`config.mk`:
```
export PLATFORM = sky130hd
export DESIGN_NAME = ecc_hsyn_fix
export DESIGN_NICKNAME = d
export VERILOG_FILES = /design/src/rtl/ecc_hsyn_pkg.sv /design/src/rtl/ecc_hsyn_popcnt.sv /design/src/rtl/ecc_hsyn_classify.sv /design/src/rtl/ecc_hsyn_bitmask.sv /design/src/rtl/ecc_hsyn_fix.sv
export SDC_FILE = /design/constraint.sdc
export NUM_CORES = 1
export LEC_CHECK = 0
export ABC_AREA = 0
export BUFFER_PORTS_ARGS = -buffer_cell sky130_fd_sc_hd__buf_2
export CORE_MARGIN = 5
export CORE_UTILIZATION = 30
export CTS_CLUSTER_DIAMETER = 150
export DETAILED_ROUTE_END_ITERATION = 8
export PLACE_DENSITY_LB_ADDON = 0.15
export SYNTH_ARGS = -nofsm -noshare
export SYNTH_HDL_FRONTEND = slang
export SYNTH_SLANG_ARGS = --single-unit
```
`constraint.sdc`:
```
create_clock -name clk -period 7.2 [get_ports clk]
set_clock_uncertainty 0.2 [all_clocks]
set_input_delay 1.08 -clock clk [delete_from_list [all_inputs] [get_ports clk]]
set_output_delay 1.08 -clock clk [all_outputs]
set_load 0.05 [all_outputs]
```
`src/rtl/ecc_hsyn_pkg.sv`:
```
package ecc_hsyn_pkg;
  typedef enum logic [1:0] {
    ST_CLEAN    = 2'b00,
    ST_ECC_ONLY = 2'b01,
    ST_CORR     = 2'b10,
    ST_UNCORR   = 2'b11
  } ecc_stat_e;

  typedef enum logic [2:0] {
    FS_IDLE,
    FS_CLASS,
    FS_RD,
    FS_MOD,
    FS_NEXT
  } fsm_e;
endpackage

```
`src/rtl/ecc_hsyn_popcnt.sv`:
```
module ecc_hsyn_popcnt #(
  parameter int W  = 22,
  parameter int CW = $clog2(W + 1)
) (
  input  logic [W-1:0]  vec,
  output logic [CW-1:0] ones
);
  logic [CW-1:0] acc [W+1];
  assign acc[0] = '0;
  for (genvar i = 0; i < W; i++) begin : g_sum
    assign acc[i+1] = acc[i] + CW'(vec[i]);
  end
  assign ones = acc[W];
endmodule

```
`src/rtl/ecc_hsyn_classify.sv`:
```
module ecc_hsyn_classify
  import ecc_hsyn_pkg::*;
#(
  parameter int PAR_W = 11,
  parameter int BIT_W = 3,
  localparam int FIELD_W = 2 * PAR_W,
  localparam int IDX_W = PAR_W - BIT_W
) (
  input  logic [FIELD_W-1:0] calc,
  input  logic [FIELD_W-1:0] stored,
  output ecc_stat_e          status,
  output logic [IDX_W-1:0]   byte_idx,
  output logic [BIT_W-1:0]   bit_idx
);
  localparam int CW = $clog2(FIELD_W + 1);

  logic [FIELD_W-1:0] syn;
  logic [PAR_W-1:0]   fold;
  logic [CW-1:0]      ones;

  assign syn  = calc ^ stored;
  assign fold = (calc[PAR_W-1:0] ^ calc[FIELD_W-1:PAR_W]) ^
                (stored[PAR_W-1:0] ^ stored[FIELD_W-1:PAR_W]);

  ecc_hsyn_popcnt #(.W(FIELD_W), .CW(CW)) pop_i (.vec(syn), .ones(ones));

  always_comb begin
    if (syn == '0 || calc == '0 || stored == '0)
      status = ST_CLEAN;
    else if (ones == CW'(1))
      status = ST_ECC_ONLY;
    else if (ones == CW'(PAR_W) && fold == '1)
      status = ST_CORR;
    else
      status = ST_UNCORR;
  end

  assign bit_idx  = syn[BIT_W-1:0];
  assign byte_idx = syn[PAR_W-1:BIT_W];
endmodule

```
`src/rtl/ecc_hsyn_bitmask.sv`:
```
module ecc_hsyn_bitmask #(
  parameter int BYTE_W = 8,
  localparam int BIT_W = $clog2(BYTE_W)
) (
  input  logic [BIT_W-1:0]  bit_idx,
  output logic [BYTE_W-1:0] mask
);
  for (genvar i = 0; i < BYTE_W; i++) begin : g_mask
    assign mask[i] = (bit_idx == BIT_W'(i));
  end
endmodule

```
`src/rtl/ecc_hsyn_fix.sv`:
```
module ecc_hsyn_fix
  import ecc_hsyn_pkg::*;
#(
  parameter int PAR_W  = 11,
  parameter int CODE_W = 24,
  parameter int BYTE_W = 8,
  localparam int BIT_W   = $clog2(BYTE_W),
  localparam int IDX_W   = PAR_W - BIT_W,
  localparam int ADDR_W  = IDX_W + 1,
  localparam int FIELD_W = 2 * PAR_W
) (
  input  logic              clk,
  input  logic              rst,
  input  logic              start,
  input  logic              page512,
  input  logic              fix_en,
  input  logic [CODE_W-1:0] calc_code_a,
  input  logic [CODE_W-1:0] stored_code_a,
  input  logic [CODE_W-1:0] calc_code_b,
  input  logic [CODE_W-1:0] stored_code_b,
  output logic              res_valid,
  output logic [1:0]        res_status,
  output logic              res_chunk,
  output logic [ADDR_W-1:0] res_byte_addr,
  output logic [BIT_W-1:0]  res_bit,
  output logic              done,
  output logic              done_err,
  output logic              fix_rd_en,
  output logic              fix_wr_en,
  output logic [ADDR_W-1:0] fix_addr,
  input  logic [BYTE_W-1:0] fix_rd_data,
  output logic [BYTE_W-1:0] fix_wr_data
);
  localparam int NCHUNK = 2;

  fsm_e               state_q;
  logic               busy;
  logic [FIELD_W-1:0] cap_calc   [NCHUNK];
  logic [FIELD_W-1:0] cap_stored [NCHUNK];
  logic               page512_q, fix_en_q, chunk_q, err_acc;
  logic [BYTE_W-1:0]  mask_q;

  ecc_stat_e          cls_status;
  logic [IDX_W-1:0]   cls_byte;
  logic [BIT_W-1:0]   cls_bit;
  logic [BYTE_W-1:0]  cls_mask;
  logic               unused_hi;

  assign busy = (state_q != FS_IDLE);
  assign unused_hi = ^{calc_code_a[CODE_W-1:FIELD_W], stored_code_a[CODE_W-1:FIELD_W],
                       calc_code_b[CODE_W-1:FIELD_W], stored_code_b[CODE_W-1:FIELD_W]};

  ecc_hsyn_classify #(.PAR_W(PAR_W), .BIT_W(BIT_W)) cls_i (
    .calc     (cap_calc[chunk_q]),
    .stored   (cap_stored[chunk_q]),
    .status   (cls_status),
    .byte_idx (cls_byte),
    .bit_idx  (cls_bit)
  );

  ecc_hsyn_bitmask #(.BYTE_W(BYTE_W)) mask_i (.bit_idx(cls_bit), .mask(cls_mask));

  always_ff @(posedge clk) begin
    if (rst) begin
      state_q       <= FS_IDLE;
      page512_q     <= 1'b0;
      fix_en_q      <= 1'b0;
      chunk_q       <= 1'b0;
      err_acc       <= 1'b0;
      mask_q        <= '0;
      res_valid     <= 1'b0;
      res_status    <= 2'b00;
      res_chunk     <= 1'b0;
      res_byte_addr <= '0;
      res_bit       <= '0;
      done          <= 1'b0;
      done_err      <= 1'b0;
      fix_rd_en     <= 1'b0;
      fix_wr_en     <= 1'b0;
      fix_addr      <= '0;
      fix_wr_data   <= '0;
      for (int i = 0; i < NCHUNK; i++) begin
        cap_calc[i]   <= '0;
        cap_stored[i] <= '0;
      end
    end else begin
      res_valid <= 1'b0;
      done      <= 1'b0;
      fix_rd_en <= 1'b0;
      fix_wr_en <= 1'b0;
      case (state_q)
        FS_IDLE: begin
          if (start) begin
            cap_calc[0]   <= calc_code_a[FIELD_W-1:0];
            cap_stored[0] <= stored_code_a[FIELD_W-1:0];
            cap_calc[1]   <= calc_code_b[FIELD_W-1:0];
            cap_stored[1] <= stored_code_b[FIELD_W-1:0];
            page512_q     <= page512;
            fix_en_q      <= fix_en;
            chunk_q       <= 1'b0;
            err_acc       <= 1'b0;
            state_q       <= FS_CLASS;
          end
        end
        FS_CLASS: begin
          res_valid  <= 1'b1;
          res_status <= cls_status;
          res_chunk  <= chunk_q;
          if (cls_status == ST_CORR) begin
            res_byte_addr <= {chunk_q, cls_byte};
            res_bit       <= cls_bit;
          end else begin
            res_byte_addr <= '0;
            res_bit       <= '0;
          end
          if (cls_status == ST_ECC_ONLY || cls_status == ST_UNCORR)
            err_acc <= 1'b1;
          if (cls_status == ST_CORR && fix_en_q) begin
            fix_rd_en <= 1'b1;
            fix_addr  <= {chunk_q, cls_byte};
            mask_q    <= cls_mask;
            state_q   <= FS_RD;
          end else begin
            state_q <= FS_NEXT;
          end
        end
        FS_RD: state_q <= FS_MOD;
        FS_MOD: begin
          fix_wr_en   <= 1'b1;
          fix_wr_data <= fix_rd_data ^ mask_q;
          state_q     <= FS_NEXT;
        end
        FS_NEXT: begin
          if (page512_q && !chunk_q) begin
            chunk_q <= 1'b1;
            state_q <= FS_CLASS;
          end else begin
            done     <= 1'b1;
            done_err <= err_acc;
            state_q  <= FS_IDLE;
          end
        end
        default: state_q <= FS_IDLE;
      endcase
    end
  end
endmodule

```
Word-level counts from Yosys, hierarchy flattened:

Memories as Yosys holds them, arrays and structs flattened. A register that Yosys moved wholly into a read port is not among the register bits.
Index checks and enable logic that the tools add are counted.
Widths: inputs -> output; s select.

* register bits after elaboration: 52
* RAM bits: 88
* bits of input ports: 109
* output and inout port bits: 37
* logic and storage cells: 125
* memories: 2

* add/subtract/negate cells: 21
* eq/ne operators: 20
* multiplexer cells: 32
* bitwise operators: 12
* reductions and logical operators: 21

Memories
* cap_calc: words 2, width 22, rd ports 1, clocked after memory_dff 1, write ports 2, RTL line ecc_hsyn_fix.sv:38 `logic [FIELD_W-1:0] cap_calc [NCHUNK];`
* cap_stored: words 2, width 22, rd ports 1, clocked after memory_dff 1, write ports 2, RTL line ecc_hsyn_fix.sv:39 `logic [FIELD_W-1:0] cap_stored [NCHUNK];`

Operator list (number)
* $mux 22: 4
* $add 5x1->5: 17
* $logic_not 22->1: 3
* $xor 11x11->11: 3
* $xor 22x22->22: 1
* $mux 1: 19
* $eq 3x3->1 const B: 5
* $pmux 3 s5: 1
* $eq 3x2->1 const B: 4
* $eq 11x11->1 const B: 1
* $mux 3: 3
* $mux 9: 1
* $xor 8x8->8: 1
* $eq 3x1->1 const B: 2
* $logic_not 3->1: 2
* $ne 2x2->1 const B: 3
* $reduce_and 2->1: 3
* $reduce_and 3->1: 2
* $add 4x1->5: 1
* $eq 5x1->1 const B: 1
* $eq 5x4->1 const B: 1
* $add 3x1->4: 1
* $eq 2x2->1 const B: 2
* $mux 2: 2
* 11 further kinds: 23

Logic depth before layout (Yosys ltp):

Gate-level depths: netlist (run 1).

* depth in word-level cells: 31
* depth in mapped cells: 24
* mapped depth without buffers: 20

Cells and area by module:

From an unflattened synthesis (run 1), not the netlist that was laid out.

* cell total of the unflattened synthesis: 611
* area total of the unflattened synthesis: 7175.6 um^2

By module, submodules not included
* ecc_hsyn_fix: instances 1, cells an instance 462, area an instance 5950.7 um^2, sequential area each 3703.6 um^2
* ecc_hsyn_classify: instances 1, cells an instance 86, area an instance 626.9 um^2, sequential area each 0.0 um^2
* ecc_hsyn_popcnt: instances 1, cells an instance 55, area an instance 533.0 um^2, sequential area each 0.0 um^2
* ecc_hsyn_bitmask: instances 1, cells an instance 8, area an instance 65.1 um^2, sequential area each 0.0 um^2

Worst setup path before layout (run 1):

OpenSTA, ideal clock, no wires.

* kind: reg-to-reg
* from: register with a tool-made name
* to: register fix_addr[1]
* library setup time: 0.121 ns
* arrival: 5.689 ns
* data required time: 6.879 ns
* setup slack: 1.190 ns
* cell stages (with the launch flop): 23
* path buffers: 4
* clock period less this slack: 6.010 ns
* path through: dfxtp_1 -> buf_6 -> buf_8 -> buf_6 -> mux2i_1 -> inv_1 -> fa_1 -> fa_1 -> fa_1 -> fa_1 -> inv_1 -> fa_1 -> ha_1 -> inv_1 -> fa_1 -> nor2_1 -> mux2i_1 -> nor4b_1 -> nand2_1 -> nor4_2 -> nand3_2 -> buf_6 -> mux2_2

RTL lines
* end signal: assignment: RTL line ecc_hsyn_fix.sv:120 `fix_addr <= {chunk_q, cls_byte};`
* end: declaration: RTL line ecc_hsyn_fix.sv:30 `output logic [ADDR_W-1:0] fix_addr,`

==> results.sh, run 1 <==
export IMPL_setup_slack_ns=0.5042
export IMPL_clk_latency_ns=0.42
export IMPL_ant_nets=0
export IMPL_detailed_place_hpwl_mm=13.71
export IMPL_grt_util_met3=0.03020
export IMPL_power_leakage_nw=3.581
export IMPL_tightest_slew_ns=0.9310
export IMPL_use_met1=0.1774
export IMPL_syn_avg_cell_area_um2=11.84
export IMPL_start_kind="flip-flop"
export IMPL_fp_dieW_um=161.9
export IMPL_rsz0062_at_grt="false"
export IMPL_fmax_mhz=149.3
export IMPL_synth_distinct_cells=48
export IMPL_reg2reg_slack_ns=0.50
export IMPL_clk_pin_slew_ns=0.06
export IMPL_grt_pass1_wl_mm=26.88
export IMPL_place_gp_congestion=0.8336
export IMPL_critPathKind="reg2reg"
export IMPL_period_needed_ns=6.696
export IMPL_grt_total_usage=0.1339
export IMPL_overflow=0
export IMPL_synth_top_flop_cell="edfxtp_1"
export IMPL_power_density_nw_per_um2=333.1
export IMPL_busiest_layer="met2"
export IMPL_setup_tns_ns=0
export IMPL_synthCells=585
export IMPL_synth_edf_count=88
export IMPL_wl_per_cell_um=16.99
export IMPL_multi_input_area_um2=2979
export IMPL_finalSetupViolCount=0
export IMPL_io_buffers=137
export IMPL_drive_gt1_frac=0.2581
export IMPL_yosys_top_cells_area="edfxtp_1, dfxtp_1, and2_1"
export IMPL_r2r_end="mask_q[6]$_SDFFE_PP0P_"
export IMPL_syn_area_um2=6925
export IMPL_fin_cells=1025
export IMPL_drt_initial_drc_count=218
export IMPL_vias=4590
export IMPL_ir_drop_mv=0.2311
export IMPL_final_nets=858
export IMPL_critPathCaptureType="flip-flop"
export IMPL_hold_violations=0
export IMPL_ctsHtreeMaxLevel=4
export IMPL_mostFrequentLayoutCell="buf_2"
export IMPL_dpl_cell_count=993
export IMPL_yosysTopAreaCell="edfxtp_1"
export IMPL_r2r_cells=21
export IMPL_crit_fanout=16
export IMPL_chipHeight_um=161.9
export IMPL_post_drt_via_cell_ratio=4.478
export IMPL_slew_violations=0
export IMPL_cts_tree="built"
export IMPL_syn2layout_area_growth_pct=23.11
export IMPL_arrival_ns=6.80
export IMPL_cp_required_ns=7.31
export IMPL_yosysWarnings=0
export IMPL_min_to="err_acc$_SDFFE_PP0P_"
export IMPL_clk_path_buf_depth=2
export IMPL_yosysSeqAreaShare=0.5348
export IMPL_fin_crit_sh=0.9300
export IMPL_postCtsHoldBufs=0
export IMPL_dieArea_um2=26220
export IMPL_min_path_cells=2
export IMPL_initial_core_util=0.3050
export IMPL_wl_mm=17.41
export IMPL_layout_common_cells="buf_2, and2_1, edfxtp_1, dfxtp_1, xnor2_1"
export IMPL_antennaDiodeCount=0
export IMPL_seq_area_um2=3704
export IMPL_core_area_um2=22710
export IMPL_outcome="finished clean"
export IMPL_p_total_mw=2.840
export IMPL_numCtsBuffers=17
export IMPL_grt_pass1_vias=4974
export IMPL_cts_sinks=141
export IMPL_cts_root_buf="clkbuf_16"
export IMPL_met2_usage=0.2239
export IMPL_drc_errors=0
export IMPL_io_pins=146
export IMPL_yosys_register_bits=141
export IMPL_synthArstFlopShare=0
export IMPL_synth_top_cell_area_share=0.3816
export IMPL_cts_setup_buffers=0
export IMPL_worstHoldPathType="reg2reg"
export IMPL_maxCapViolations=0
export IMPL_antenna_found_initial=0
export IMPL_max_slew_margin_rel=0.3615
export IMPL_grt_max_degree=89
export IMPL_syn_num_nets=716
export IMPL_drtPass1Iterations=4
export IMPL_rows=55
export IMPL_nFillCells=2276
export IMPL_min_from="err_acc$_SDFFE_PP0P_"
export IMPL_cts_resized=0
export IMPL_post_place_ws_ns=0.4357
==> cells in the mapped netlist (all sizes together), types with 15 or more instances <==
cell,n
xnor2,36
nor2,27
xor2,28
mux2i,36
fa,15
dfxtp,53
and2,91
inv,27
nand2,22
nand2b,23
edfxtp,88
clkbuf,20
nor4,17
==> per-layer routing <==
layer / wire [µm] / vias to the layer above
li1: - / 2318
met1: 7987 / 2124
met2: 8426 / 133
met3: 828 / 15
met4: 170 / 0
met5: 0 / -
==> area by class of cell <==
cell class,instances,share of cell area
Inverter,27,0.01189
Sequential cell,141,0.4344
Clock inverter,14,0.02113
Multi-Input combinational cell,391,0.3494
Timing Repair Buffer,149,0.09099
Clock buffer,18,0.05034
Tap cell,285,0.04183
==> flip-flops by register name, indices dropped and copies added (netlist names), named ones only <==
| signal | count |
|---|---|
| state_q | 3 |
| page512_q | 1 |
| res_chunk | 1 |
| fix_addr | 9 |
| res_byte_addr | 9 |
| cap_calc | 44 |
| fix_wr_data | 8 |
| fix_en_q | 1 |
| res_bit | 3 |
| res_status | 2 |
| fix_rd_en | 1 |
| chunk_q | 1 |
| done_err | 1 |
| mask_q | 8 |
| res_valid | 1 |
| err_acc | 1 |
| done | 1 |
| cap_stored | 44 |
| fix_wr_en | 1 |
==> how the worst max path moves through the flow <==
stage,start,to,slack [ns]
after CTS,flip-flop,mask_q[2]$_SDFFE_PP0P_,0.41
after floorplan,flip-flop,fix_addr[1]$_SDFFE_PP0P_,1.19
after detailed placement,flip-flop,mask_q[2]$_SDFFE_PP0P_,0.44
after global routing,flip-flop,mask_q[0]$_SDFFE_PP0P_,0.01
final,flip-flop,mask_q[6]$_SDFFE_PP0P_,0.50
after global placement,flip-flop,mask_q[2]$_SDFFE_PP0P_,0.60
==> per-stage QoR <==
step | util | hold WS, ns | area (µm²)
after floorplan | - | 0.2293 | 6925
after global placement | 0.3486 | 0.2445 | 7916
after detailed placement | 0.3486 | 0.2468 | 7916
after CTS | 0.3754 | 0.2570 | 8526
after global routing | 0.3754 | 0.2790 | 8526
final | 0.3754 | 0.2551 | 8526
==> cell families after synthesis <==
logic type,share of synthesized area
buffers and inverters,0.03613
muxes,0.05908
DFF,0.5348
and+or+nand+nor,0.1865
adders and majority gates,0.05601
AOI/OAI and AO/OA,0.04661
xor gates and xnor gates,0.08094
==> worst max-delay path, cell delays in order, from the launching register on <==
cell and delay [ns]:
dfxtp_1 0.52, buf_4 0.26, buf_4 0.28, mux2i_1 0.43
inv_1 0.12, fa_1 0.54, inv_1 0.05, fa_1 0.50
fa_1 0.54, inv_1 0.05, fa_1 0.53, ha_1 0.18
inv_1 0.06, fa_1 0.37, nor2_1 0.10, mux2i_1 0.10
nor4b_1 0.46, nand2_1 0.13, nor4_2 0.31, nand3_2 0.39
buf_4 0.32, mux2i_1 0.12
==> power breakdown <==
group          internal (mW)  switching [mW]  leakage, nW  total, mW
logic                  0.424           0.558         1.91      0.982
clock network          0.552           0.353        0.294      0.905
registers              0.915          0.0372         1.38      0.953
total                   1.89           0.949         3.58       2.84
Power figures use the tool's default switching activity.
==> inputs of run 2 (changes only) <==
Settings changed: PLACE_DENSITY set to 0.59, PLACE_DENSITY_LB_ADDON 0.15 to unset.
==> results.sh, run 2 (same netlist as run 1, synthesis figures left out) <==
export IMPL_outcome="finished clean"
export IMPL_cp_slowest_cell="dfxtp_1"
export IMPL_fin_crit_sh=0.9396
export IMPL_drive_gt1_frac=0.2571
export IMPL_multi_input_area_um2=2979
export IMPL_clk_pin_slew_ns=0.06
export IMPL_busiest_layer="met2"
export IMPL_min_path_cells=2
export IMPL_r2r_cells=20
export IMPL_arrival_ns=6.87
export IMPL_use_met1=0.1761
export IMPL_clk_path_buf_depth=2
export IMPL_antenna_found_initial=0
export IMPL_finalSetupViolCount=0
export IMPL_path_delay_family="adder cells"
export IMPL_maxCapViolations=0
export IMPL_power_leakage_nw=3.564
export IMPL_reg2reg_slack_ns=0.43
export IMPL_grt_pass1_wl_mm=25.14
export IMPL_critPathCaptureType="flip-flop"
export IMPL_ir_drop_mv=0.2596
export IMPL_nFillCells=2260
export IMPL_dieArea_um2=26220
export IMPL_crit_fanout=15
export IMPL_initial_core_util=0.3050
export IMPL_clk_latency_ns=0.43
export IMPL_syn2layout_area_growth_pct=22.51
export IMPL_fin_area_um2=8484
export IMPL_min_from="err_acc$_SDFFE_PP0P_"
export IMPL_io_pins=146
export IMPL_max_slew_margin_rel=0.2755
export IMPL_fmax_mhz=147.8
export IMPL_path_buf_inv=5
export IMPL_mostFrequentLayoutCell="buf_2"
export IMPL_layout_common_cells="buf_2, and2_1, edfxtp_1, dfxtp_1, xnor2_1"
export IMPL_r2r_end="fix_addr[3]$_SDFFE_PP0P_"
export IMPL_period_needed_ns=6.765
export IMPL_min_to="err_acc$_SDFFE_PP0P_"
export IMPL_cts_resized=0
export IMPL_critPathKind="reg2reg"
export IMPL_cpPeakStageDelay_ns=0.81
export IMPL_wl_per_cell_um=16.10
export IMPL_place_gp_congestion=0.9091
export IMPL_rows=55
export IMPL_tightest_slew_ns=1.087
export IMPL_p_total_mw=2.759
export IMPL_start_kind="flip-flop"
export IMPL_grt_total_usage=0.1253
export IMPL_grt_max_degree=89
export IMPL_drt_initial_drc_count=196
export IMPL_final_nets=857
export IMPL_rsz0062_at_grt="false"
export IMPL_crit_path_frequent_cell="fa_1"
export IMPL_power_density_nw_per_um2=325.2
export IMPL_seq_area_um2=3704
export IMPL_detailed_place_hpwl_mm=12.99
export IMPL_post_route_util=0.3736
export IMPL_numCtsBuffers=17
export IMPL_vias=4569
export IMPL_setup_tns_ns=0
export IMPL_reg_largest_list="cap_calc x44, cap_stored x44"
export IMPL_path_cells="mux2i_1 > fa_1 > inv_1 > fa_1 > inv_1 > fa_1 > fa_1 > inv_1 > fa_1 > ha_1 > inv_1 > fa_1 > nor2_1 > mux2i_1 > nor4b_1 > nand2_1 > nor4_2 > nand3_2 > buf_4 > mux2i_1"
export IMPL_grt_util_met3=0.03273
export IMPL_io_buffers=137
export IMPL_met2_usage=0.1903
export IMPL_wl_mm=16.48
export IMPL_cp_required_ns=7.31
export IMPL_chipHeight_um=161.9
export IMPL_overflow=0
export IMPL_postCtsHoldBufs=0
export IMPL_worstHoldPathType="reg2reg"
export IMPL_fp_dieW_um=161.9
export IMPL_drtPass1Iterations=4
export IMPL_drc_errors=0
export IMPL_grt_pass1_vias=4720
export IMPL_hold_violations=0
export IMPL_post_drt_via_cell_ratio=4.462
export IMPL_cts_root_buf="clkbuf_16"
export IMPL_ctsHtreeMaxLevel=4
export IMPL_ant_nets=0
export IMPL_cts_sinks=141
export IMPL_cts_setup_buffers=0
export IMPL_cts_tree="built"
export IMPL_slew_violations=0
export IMPL_core_area_um2=22710
export IMPL_dpl_cell_area_um2=7909
export IMPL_antennaDiodeCount=0
-- run 2: cell types whose count changed in the layout (fill, tap and decap cells not counted), sizes merged --
cell	change
clkbuf	-1
buf	-1
bufinv	-2
clkinvlp	-1
inv	+4
-- run 2: tightest hold or removal path: stages (launching register included) --
cell     delay (ns)
dfxtp_1        0.29
inv_1          0.06
a21oi_1        0.05
-- run 2: metal layers --
layer,part of all wire,vias to the layer above
li1,-,2314
met1,0.47,2074
met2,0.45,167
met3,0.071,14
met4,0.013,0
met5,0,-
-- run 2: how the worst max path moves through the flow --
| stage | from | to | cells after the start |
|---|---|---|---|
| 4_1_cts | flip-flop | fix_addr[3]$_SDFFE_PP0P_ | 20 |
| 3_5_place_dp | flip-flop | fix_addr[2]$_SDFFE_PP0P_ | 20 |
| 3_3_place_gp | flip-flop | fix_addr[3]$_SDFFE_PP0P_ | 20 |
| 6_report | flip-flop | fix_addr[3]$_SDFFE_PP0P_ | 20 |
| 5_1_grt | flip-flop | fix_addr[5]$_SDFFE_PP0P_ | 20 |
| 2_1_floorplan | flip-flop | fix_addr[1]$_SDFFE_PP0P_ | 22 |
-- run 2: cell type report --
type                            instances  area share
Sequential cell                       141      0.4365
Clock buffer                           17     0.05014
Tap cell                              285     0.04203
Inverter                               27     0.01195
Multi-Input combinational cell        391      0.3511
Timing Repair Buffer                  148     0.09055
Clock inverter                         15     0.01770
-- run 2: metrics by stage --
| stage | std cells | hold slack [ns] | setup WS (ns) |
|---|---|---|---|
| finish | 1024 | 0.2511 | 0.4347 |
| global route | 1024 | 0.2684 | 0.02877 |
| CTS | 1024 | 0.2576 | 0.3984 |
| detailed placement | 992 | 0.2485 | 0.4401 |
| global placement | 992 | 0.2385 | 0.4259 |
| floorplan | 585 | 0.2293 | 1.190 |
-- run 2: report_power, final --
part / internal [mW] / total (mW) / switching (mW) / leakage (nW)
logic: 0.417 / 0.954 / 0.537 / 1.90
registers: 0.916 / 0.952 / 0.0365 / 1.38
clock network: 0.488 / 0.854 / 0.366 / 0.283
